File: src/rtl/lut_le_pkg.sv
package lut_le_pkg;
    localparam int LUT_K  = 4;
    localparam int MASK_W = 1 << LUT_K;
    localparam int MODE_W = 3;

    typedef enum logic [MODE_W-1:0] {
        LE_COMB  = 3'd0,
        LE_REG   = 3'd1,
        LE_PACK  = 3'd2,
        LE_SHIFT = 3'd3,
        LE_ARITH = 3'd4
    } le_mode_e;

    typedef struct packed {
        logic [MODE_W-1:0] mode;
        logic [MASK_W-1:0] mask;
    } le_cfg_t;

    localparam int CFG_W = $bits(le_cfg_t);

    typedef enum logic [1:0] {
        LD_EMPTY = 2'd0,
        LD_SHIFT = 2'd1,
        LD_READY = 2'd2
    } ld_state_e;
endpackage

File: src/rtl/le_cfg_loader.sv
module le_cfg_loader
    import lut_le_pkg::*;
#(
    parameter int N_ELEM = 16
) (
    input  logic                      clk,
    input  logic                      rst_n,
    input  logic                      cfg_en,
    input  logic                      cfg_din,
    output logic                      cfg_ready,
    output logic [N_ELEM*CFG_W-1:0]   cfg_word
);
    localparam int TOTAL = N_ELEM * CFG_W;
    localparam int CNT_W = $clog2(TOTAL + 1);
    localparam logic [CNT_W-1:0] LAST = CNT_W'(TOTAL - 1);

    ld_state_e        state_q, state_d;
    logic [CNT_W-1:0] cnt_q, cnt_d;
    logic [TOTAL-1:0] sreg_q;

    // state register
    always_ff @(posedge clk or negedge rst_n) begin
        if (!rst_n) begin
            state_q <= LD_EMPTY;
            cnt_q   <= '0;
        end else begin
            state_q <= state_d;
            cnt_q   <= cnt_d;
        end
    end

    // next state
    always_comb begin
        state_d = state_q;
        cnt_d   = cnt_q;
        unique case (state_q)
            LD_EMPTY, LD_READY: begin
                if (cfg_en) begin
                    state_d = LD_SHIFT;
                    cnt_d   = CNT_W'(1);
                end
            end
            LD_SHIFT: begin
                if (cfg_en) begin
                    if (cnt_q == LAST) begin
                        state_d = LD_READY;
                        cnt_d   = '0;
                    end else begin
                        cnt_d = cnt_q + 1'b1;
                    end
                end
            end
            default: begin
                state_d = LD_EMPTY;
                cnt_d   = '0;
            end
        endcase
    end

    // configuration shift register, first bit ends at position 0
    always_ff @(posedge clk or negedge rst_n) begin
        if (!rst_n) begin
            sreg_q <= '0;
        end else if (cfg_en) begin
            sreg_q <= {cfg_din, sreg_q[TOTAL-1:1]};
        end
    end

    // outputs
    always_comb begin
        cfg_ready = (state_q == LD_READY);
        cfg_word  = sreg_q;
    end


    load_done_chk: assert property (@(posedge clk) disable iff (!rst_n)
        (state_q == LD_SHIFT && cfg_en && cnt_q == LAST) |=> cfg_ready);


    mid_load_busy_chk: assert property (@(posedge clk) disable iff (!rst_n)
        (cfg_en && !(state_q == LD_SHIFT && cnt_q == LAST)) |=> !cfg_ready);
endmodule

File: src/rtl/lut_le.sv
module lut_le
    import lut_le_pkg::*;
(
    input  logic             clk,
    input  logic             rst_n,
    input  logic             upd,
    input  le_cfg_t          cfg,
    input  logic [LUT_K-1:0] lut_d,
    input  logic             dir_d,
    input  logic             chain_d,
    input  logic             cin,
    output logic             y,
    output logic             q,
    output logic             cout
);
    le_mode_e mode_e;
    logic     lut_val, sum, carry, nxt, q_q;

    // mode decode, undefined codes alias to combinational
    always_comb begin
        unique case (cfg.mode)
            3'd1:    mode_e = LE_REG;
            3'd2:    mode_e = LE_PACK;
            3'd3:    mode_e = LE_SHIFT;
            3'd4:    mode_e = LE_ARITH;
            default: mode_e = LE_COMB;
        endcase
    end

    always_comb begin
        lut_val = cfg.mask[lut_d];
        sum     = lut_d[0] ^ lut_val ^ cin;
        carry   = (lut_d[0] & lut_val) | (cin & (lut_d[0] ^ lut_val));
    end

    // output and next-register selection per mode
    always_comb begin
        y    = lut_val;
        nxt  = lut_val;
        cout = 1'b0;
        unique case (mode_e)
            LE_COMB:  begin y = lut_val; nxt = lut_val; end
            LE_REG:   begin y = q_q;     nxt = lut_val; end
            LE_PACK:  begin y = lut_val; nxt = dir_d;   end
            LE_SHIFT: begin y = lut_val; nxt = chain_d; end
            LE_ARITH: begin y = sum;     nxt = sum; cout = carry; end
            default:  begin y = lut_val; nxt = lut_val; end
        endcase
    end

    always_ff @(posedge clk or negedge rst_n) begin
        if (!rst_n) begin
            q_q <= 1'b0;
        end else if (upd) begin
            q_q <= nxt;
        end
    end

    assign q = q_q;


    hold_when_idle_chk: assert property (@(posedge clk) disable iff (!rst_n)
        !upd |=> $stable(q_q));


    packed_load_chk: assert property (@(posedge clk) disable iff (!rst_n)
        (upd && mode_e == LE_PACK) |=> (q_q == $past(dir_d)));
endmodule

File: src/rtl/lut_cluster.sv
module lut_cluster
    import lut_le_pkg::*;
#(
    parameter int N_ELEM = 16
) (
    input  logic                    clk,
    input  logic                    rst_n,
    input  logic                    ce,
    input  logic                    cfg_en,
    input  logic                    cfg_din,
    output logic                    cfg_done,
    input  logic [N_ELEM*LUT_K-1:0] lut_in,
    input  logic [N_ELEM-1:0]       dir_in,
    input  logic                    shift_in,
    input  logic                    carry_in,
    output logic [N_ELEM-1:0]       y_o,
    output logic [N_ELEM-1:0]       q_o,
    output logic                    shift_out,
    output logic                    carry_out
);
    localparam int TOTAL = N_ELEM * CFG_W;

    logic [TOTAL-1:0]  cfg_word;
    logic              ready;
    logic              upd;
    logic [N_ELEM:0]   carry;
    logic [N_ELEM-1:0] y_int, q_int;
    le_cfg_t           cfg_vec [N_ELEM];

    le_cfg_loader #(.N_ELEM(N_ELEM)) u_loader (
        .clk       (clk),
        .rst_n     (rst_n),
        .cfg_en    (cfg_en),
        .cfg_din   (cfg_din),
        .cfg_ready (ready),
        .cfg_word  (cfg_word)
    );

    assign upd      = ready & ce;
    assign carry[0] = carry_in;

    for (genvar g = 0; g < N_ELEM; g++) begin : g_elem
        logic chain_src;
        assign cfg_vec[g] = le_cfg_t'(cfg_word[g*CFG_W +: CFG_W]);
        if (g == 0) begin : g_head
            assign chain_src = shift_in;
        end else begin : g_link
            assign chain_src = q_int[g-1];


            shift_step_chk: assert property (@(posedge clk) disable iff (!rst_n)
                (upd && cfg_vec[g].mode == 3'd3) |=> (q_int[g] == $past(q_int[g-1])));
        end

        lut_le u_le (
            .clk     (clk),
            .rst_n   (rst_n),
            .upd     (upd),
            .cfg     (cfg_vec[g]),
            .lut_d   (lut_in[g*LUT_K +: LUT_K]),
            .dir_d   (dir_in[g]),
            .chain_d (chain_src),
            .cin     (carry[g]),
            .y       (y_int[g]),
            .q       (q_int[g]),
            .cout    (carry[g+1])
        );
    end

    always_comb begin
        cfg_done  = ready;
        y_o       = ready ? y_int : '0;
        q_o       = ready ? q_int : '0;
        shift_out = ready & q_int[N_ELEM-1];
        carry_out = ready & carry[N_ELEM];
    end
endmodule

File: config.mk
export PLATFORM = sky130hd
export DESIGN_NAME = lut_cluster
export DESIGN_NICKNAME = d
export VERILOG_FILES = /design/src/rtl/lut_le_pkg.sv /design/src/rtl/le_cfg_loader.sv /design/src/rtl/lut_le.sv /design/src/rtl/lut_cluster.sv
export SDC_FILE = /design/constraint.sdc
export NUM_CORES = 1
export LEC_CHECK = 0
export ABC_AREA = 1
export BUFFER_PORTS_ARGS = -buffer_cell sky130_fd_sc_hd__buf_4
export CAP_MARGIN = 20
export CORE_ASPECT_RATIO = 0.7
export CORE_MARGIN = 2
export CORE_UTILIZATION = 30
export DETAILED_ROUTE_END_ITERATION = 6
export PLACE_DENSITY = 0.49
export SYNTH_ARGS = -nofsm -noshare
export SYNTH_HDL_FRONTEND = slang
export SYNTH_HIERARCHICAL = 1
export SYNTH_SLANG_ARGS = --single-unit
File: constraint.sdc
create_clock -name clk -period 17.2 [get_ports clk]
set_input_delay 2.58 -clock clk [delete_from_list [all_inputs] [get_ports clk]]
set_output_delay 2.58 -clock clk [all_outputs]
set_load 0.005 [all_outputs]
* After elaboration in Yosys (flattened, before gate mapping)
Index checks and enable logic that the tools add are counted.
** Word-level totals
- Memory bits (writable) :: 0
- Logic and storage cells :: 363
- Bits in read-only memories :: 0
- Memories kept :: 0
- Input port bits :: 87
- Bits in latches :: 0
- Output and inout bits :: 35
- Bits in registers :: 331
** Cells by class
- Reduce and logical (&&, ||, !) cells :: 4
- Bitwise gates (word level) :: 83
- Add/sub/neg operators :: 1
- Multiplexer cells :: 106
- Shift-type cells :: 0
- $lt $le $gt $ge :: 16
- Multipliers :: 0
- Divide/modulo/power cells :: 0
- Eq/ne operators :: 134
** Operators by type and width (count)
- $eq 3x2->1 const B :: 64
- $pmux 3 s4 :: 16
- $eq 3x1->1 const B :: 32
- $eq 3x3->1 const B :: 32
- $lt 4x5->1 const B :: 16
- $bmux 1 s4 :: 16
- $pmux 1 s3 :: 16
- $and 1x1->1 :: 35
- $mux 1 :: 32
- $mux 16 :: 2
- $pmux 1 s2 :: 16
- $xor 1x1->1 :: 32
- $mux 9 :: 3
- $pmux 9 s2 :: 1
- $or 1x1->1 :: 16
- $add 9x1->9 const B :: 1
- $eq 9x9->1 const B :: 1
- $mux 2 :: 3
- $ne 2x2->1 const B :: 2
- $pmux 2 s2 :: 1
- $reduce_and 3->1 :: 1
- $eq 2x1->1 const B :: 1
- $eq 2x2->1 const B :: 1
- $logic_not 2->1 :: 1
- other kinds (3) :: 3

* Depth between registers and ports, before layout
- Depth after elaboration :: 52
- Gate-level depth with buffers :: 60
- Mapped depth without buffers :: 59

* By module
The synthesis kept the hierarchy.
** Modules (own cells, without submodules)
- le_cfg_loader :: cells each 1370, sequential area each 7882.6 um^2, instances 1, area each 12052.8 um^2
- lut_le :: cells each 74, sequential area each 25.0 um^2, instances 16, area each 397.9 um^2
- lut_cluster :: cells each 73, sequential area each 0.0 um^2, instances 1, area each 304.0 um^2

* Least setup slack after synthesis
OpenSTA, ideal clock, no wires.
- Path type :: in2out
- From :: input lut_in[0]
- To :: output y_o[15]
- Path buffers :: 1
- Data required time :: 14620 ps
- Path slack :: 3605 ps
- Arrival :: 11015 ps
- Stages :: 59
- Cell sequence :: buf_6 > inv_8 > nand2_1 > nand3_1 > nand3_1 > nand3_2 > nand2_2 > fa_1 > inv_1 > nor2_1 > fa_1 > inv_1 > nor2_1 > fa_1 > inv_1 > nor2_1 > fa_1 > inv_1 > [... 23 more ...] > inv_1 > nor2_1 > fa_1 > inv_1 > nor2_1 > fa_1 > inv_1 > nor2_1 > fa_1 > inv_1 > nor2_1 > fa_1 > nand3_1 > o21ai_0 > inv_1 > nand2_1 > nand2_1 > inv_1
** On the way
- Word-level cells in the longest chain between the ends :: 51
** Ends and longest elaborated chain
- start: declaration :: RTL line lut_cluster.sv:12 : input logic [N_ELEM*LUT_K-1:0] lut_in,
- $bmux 1 s4 :: RTL line lut_le.sv:31 : lut_val = cfg.mask[lut_d];
- $mux 1 (implied by the code) :: RTL line lut_le.sv:31
- $xor 1x1->1 :: RTL line lut_le.sv:33 : carry = (lut_d[0] & lut_val) | (cin & (lut_d[0] ^ lut_val));
- $and 1x1->1 :: RTL line lut_le.sv:33
- $or 1x1->1 (*) :: RTL line lut_le.sv:33
- $mux 1 (*) :: RTL line lut_le.sv:41 : unique case (mode_e)
- named net carry[1] :: RTL line lut_cluster.sv:26 : logic [N_ELEM:0] carry;
- $and 1x1->1 (*) :: RTL line lut_le.sv:33
- [... 2 more ...]
- named net carry[2] :: RTL line lut_cluster.sv:26
- [... 3 more ...]
- named net carry[3] :: RTL line lut_cluster.sv:26
- [... 3 more ...]
- named net carry[4] :: RTL line lut_cluster.sv:26
- [... 3 more ...]
- named net carry[5] :: RTL line lut_cluster.sv:26
- [... 3 more ...]
- named net carry[6] :: RTL line lut_cluster.sv:26
- [... 3 more ...]
- named net carry[7] :: RTL line lut_cluster.sv:26
- [... 3 more ...]
- named net carry[8] :: RTL line lut_cluster.sv:26
- [... 3 more ...]
- named net carry[9] :: RTL line lut_cluster.sv:26
- [... 3 more ...]
- named net carry[10] :: RTL line lut_cluster.sv:26
- [... 3 more ...]
- named net carry[11] :: RTL line lut_cluster.sv:26
- [... 3 more ...]
- named net carry[12] :: RTL line lut_cluster.sv:26
- [... 3 more ...]
- named net carry[13] :: RTL line lut_cluster.sv:26
- [... 3 more ...]
- named net carry[14] :: RTL line lut_cluster.sv:26
- $and 1x1->1 (*) :: RTL line lut_le.sv:33
- $or 1x1->1 (*) :: RTL line lut_le.sv:33
- $mux 1 (*) :: RTL line lut_le.sv:41
- named net carry[15] :: RTL line lut_cluster.sv:26
- $xor 1x1->1 (*) :: RTL line lut_le.sv:32 : sum = lut_d[0] ^ lut_val ^ cin;
- $pmux 1 s2 (*) :: RTL line lut_le.sv:41
- named net y_int[15] :: RTL line lut_cluster.sv:27 : logic [N_ELEM-1:0] y_int, q_int;
- $mux 16 (*) :: RTL line lut_cluster.sv:72 : y_o = ready ? y_int : '0;
- end: declaration :: RTL line lut_cluster.sv:16 : output logic [N_ELEM-1:0] y_o,
The timed path passes the listed nets; every way through them passes the cells marked *. The select of a mux whose other input is x is not followed.

* Worst setup path after layout
Same ends and word-level chain as after synthesis.

==> metrics.md <==
| Metric | Value |
|---|---|
| Status | `complete, no violations` |
| Wire per inst | `12.95 microns` |
| Die Ht | `around 210 microns` |
| Max Freq | `slightly below 70 MHz` |
| Reg2Reg Launch Point | `u_loader/cfg_word[6]$_DFFE_PN0P_` |
| Critical path required time | `approximately 15000 ps` |
| Power Density | `about 93 nW/um^2` |
| Post-layout minimum cycle time | `14470 ps` |
| Seq/Total Area, Yosys | `0.4424` |
| Crit Path Max Fanout | `10` |
| Hold depth | `2` |
| Worst setup SP type | `primary input` |
| Flops & latches, synth | `~330` |
| Synth warnings | `6` |
| Layout cell share with drive strength beyond 1 | `0.1318` |
| Pre-antenna DRT Iters | `5` |
| Hold slack | `479.3 ps` |
| Tcrit/Tclk final | `0.8414` |
| Max VDD drop | `0.07125 mV` |
| Clock root buffer | `clkbuf_16` |
| Max Cap Viol | `0` |
| HP Start | `u_loader/cfg_word[0]$_DFFE_PN0P_` |
| Area Overhead vs Synth | `14.80%` |
| Rel. slew slack | `0.3060` |
| Core Region | `61620 sq um` |
| Slew @ Worst Pin | `about 1000 ps` |
| Layout Nets | `2815` |
| Die width | `approximately 300 microns` |
| IO Pins | `122` |
| Most frequent cells in the layout | `nand2_1, dfrtp_1, inv_1` |
| DP HPWL | `between 30 and 40 mm` |
| DRT iter0 DRCs | `982` |
| Via count | `roughly 16000` |
| Hold WC Path Type | `reg -> reg` |
| Clock sinks | `between 300 and 400` |
| Post-Place Worst Slack | `2693 ps` |
| CTS H-tree lvls | `2` |
| Vias in the first global route | `14840` |
| CP max stage cell | `fa_1` |
| Synthesized area | `between 15000 and 20000 sq um` |
| Endpoints failing setup | `0` |
| Fin area | `approximately 21000 sq um` |
| Non-Filler Instances | `between 3000 and 4000` |
| Post-route setup TNS | `0 ps` |
| GRT Residual Overflow | `0` |
| Clock skew | `~14 ps` |
| CP top delay family | `adder cells` |
| Postcts setup bufs | `0` |
| Synth cell types | `26` |
| RSZ-0062 raised after global routing | `no` |
| CTS tree | `done` |
| Post-placement cell area | `20130 sq um` |
| Most common cell after layout, fill and taps aside | `nand2_1` |
| Cell repeated most along the worst path | `inv_1` |
| Wirelength, routed | `46.13 mm` |
| Util after Layout | `0.3488` |
| DRC errors left | `0` |
| DIE AREA | `~64000 sq um` |
| Post-route setup slack | `about 2700 ps` |
| Initial antenna violation count | `5` |
| Synth Area per Inst | `7.127 sq um` |
| P_leak | `around 12 nW` |
| Longest Clk Path Bufs | `3` |
| Clk Latency, worst-skew pair | `560 ps` |
| Post-Syn Nets | `about 2700` |
| Reg2reg path depth | `58` |
| Routability congestion estimate from global placement | `about 0.84` |
| Largest net degree at the start of global routing | `between 150 and 200` |
| Post_cts resized | `0` |
| Reg2Reg Capture Point | `g_elem[15].u_le/q$_DFFE_PN0P_` |
| Clock Pin Slew Worst Setup and Hold Paths | `approximately 60 ps` |
| Gr usage total | `0.1458` |
| Vias per cell | `between 4 and 5` |
| Antenna-violating nets left | `0` |
| Final Slew Violations | `0` |
| Post-Syn Instances | `2627` |
| Worst Path Arrival | `11890 ps` |
| Total CTS buffers | `40` |
| Worst Setup End Kind | `primary output` |
| Buffers & Inverters on Critical Path | `20` |
| Critical path class | `in -> out` |
| Initial core utilization | `0.3038` |
| Tot Pwr | `about 2 mW` |
| Hold buffer count at CTS | `0` |
| Crit path largest cell delay | `510 ps` |
| Post-placement cell count | `3488` |
| Reg2reg setup slack | `7620 ps` |
| First-pass GRT wire length | `slightly below 80 mm` |
| Hold Violations, Final | `0` |
| Row count | `76` |
| Number of port buffers | `~120` |
| Hold Path Sink | `u_loader/cfg_word[0]$_DFFE_PN0P_` |
[flip-flops by register name, summed over array words and instances (netlist names)]
signal             count
u_loader/cnt_q         9
g_elem.u_le/q         16
u_loader/cfg_word    304
u_loader/state_q       2
[logic make-up (layout without fill, tap and decap cells)]
group | after synthesis | after routing | synth area share
simple gates | 1791 | 1791 | 0.4150
buf+inv | 427 | 540 | 0.1080
flops | 331 | 331 | 0.4424
compound gates | 59 | 59 | 0.01590
fa+ha+maj | 17 | 17 | 0.01778
xor+xnor | 2 | 2 | 0.0009357
other cells | 0 | 4 | 0
[Yosys cell counts, drive strengths merged]
master  count  share of area
inv       338          0.074
buf        81          0.032
nor2       64          0.013
clkbuf      8         0.0016
or2        16         0.0053
and2        1        0.00033
o21ai      55          0.015
nand3     247          0.083
nand2    1429           0.30
a21oi       3        0.00080
nand3b     32          0.013
xor2        1        0.00047
dfrtp     331           0.44
fa         16          0.017
xnor2       1        0.00047
o21bai      1        0.00040
nand4       2        0.00067
ha          1        0.00067
[tightest hold or removal path, cell delays in order, from the launching register on]
cell,delay (ps)
dfrtp_1,340
nand2_1,60
nand2_1,50
[layout make-up]
cell class,instances,area [sq um]
Antenna cell,4,10.01
Clock buffer,54,1135
Clock inverter,17,221.5
Fill cell,6633,40120
Inverter,338,1396
Multi-Input combinational cell,1869,8426
Sequential cell,331,8283
Tap cell,819,1025
Timing Repair Buffer,131,998.5
[how the worst max path moves through the flow]
stage,from,endpoint,slack [ps],cells after the start
3_3_place_gp,lut_in[0],y_o[15],2700,61
3_5_place_dp,lut_in[0],y_o[15],2690,61
5_1_grt,lut_in[0],y_o[15],1970,60
2_1_floorplan,lut_in[0],y_o[15],3610,59
6_report,lut_in[0],y_o[15],2730,60
4_1_cts,lut_in[0],y_o[15],2650,61
[routing by layer]
layer,global-route usage,part of all wire,up-vias
met5,0,0.00050,-
met4,0.03601,0.017,4
met3,0.03144,0.055,59
met2,0.2136,0.41,261
met1,0.2163,0.52,7137
li1,-,-,8052
[power by group]
group	switching [mW]	internal [mW]
combinational	0.153	0.0876
sequential	0.0433	0.819
clock	0.351	0.538
total	0.547	1.44
Note: power is estimated with default switching activity, not from simulation.
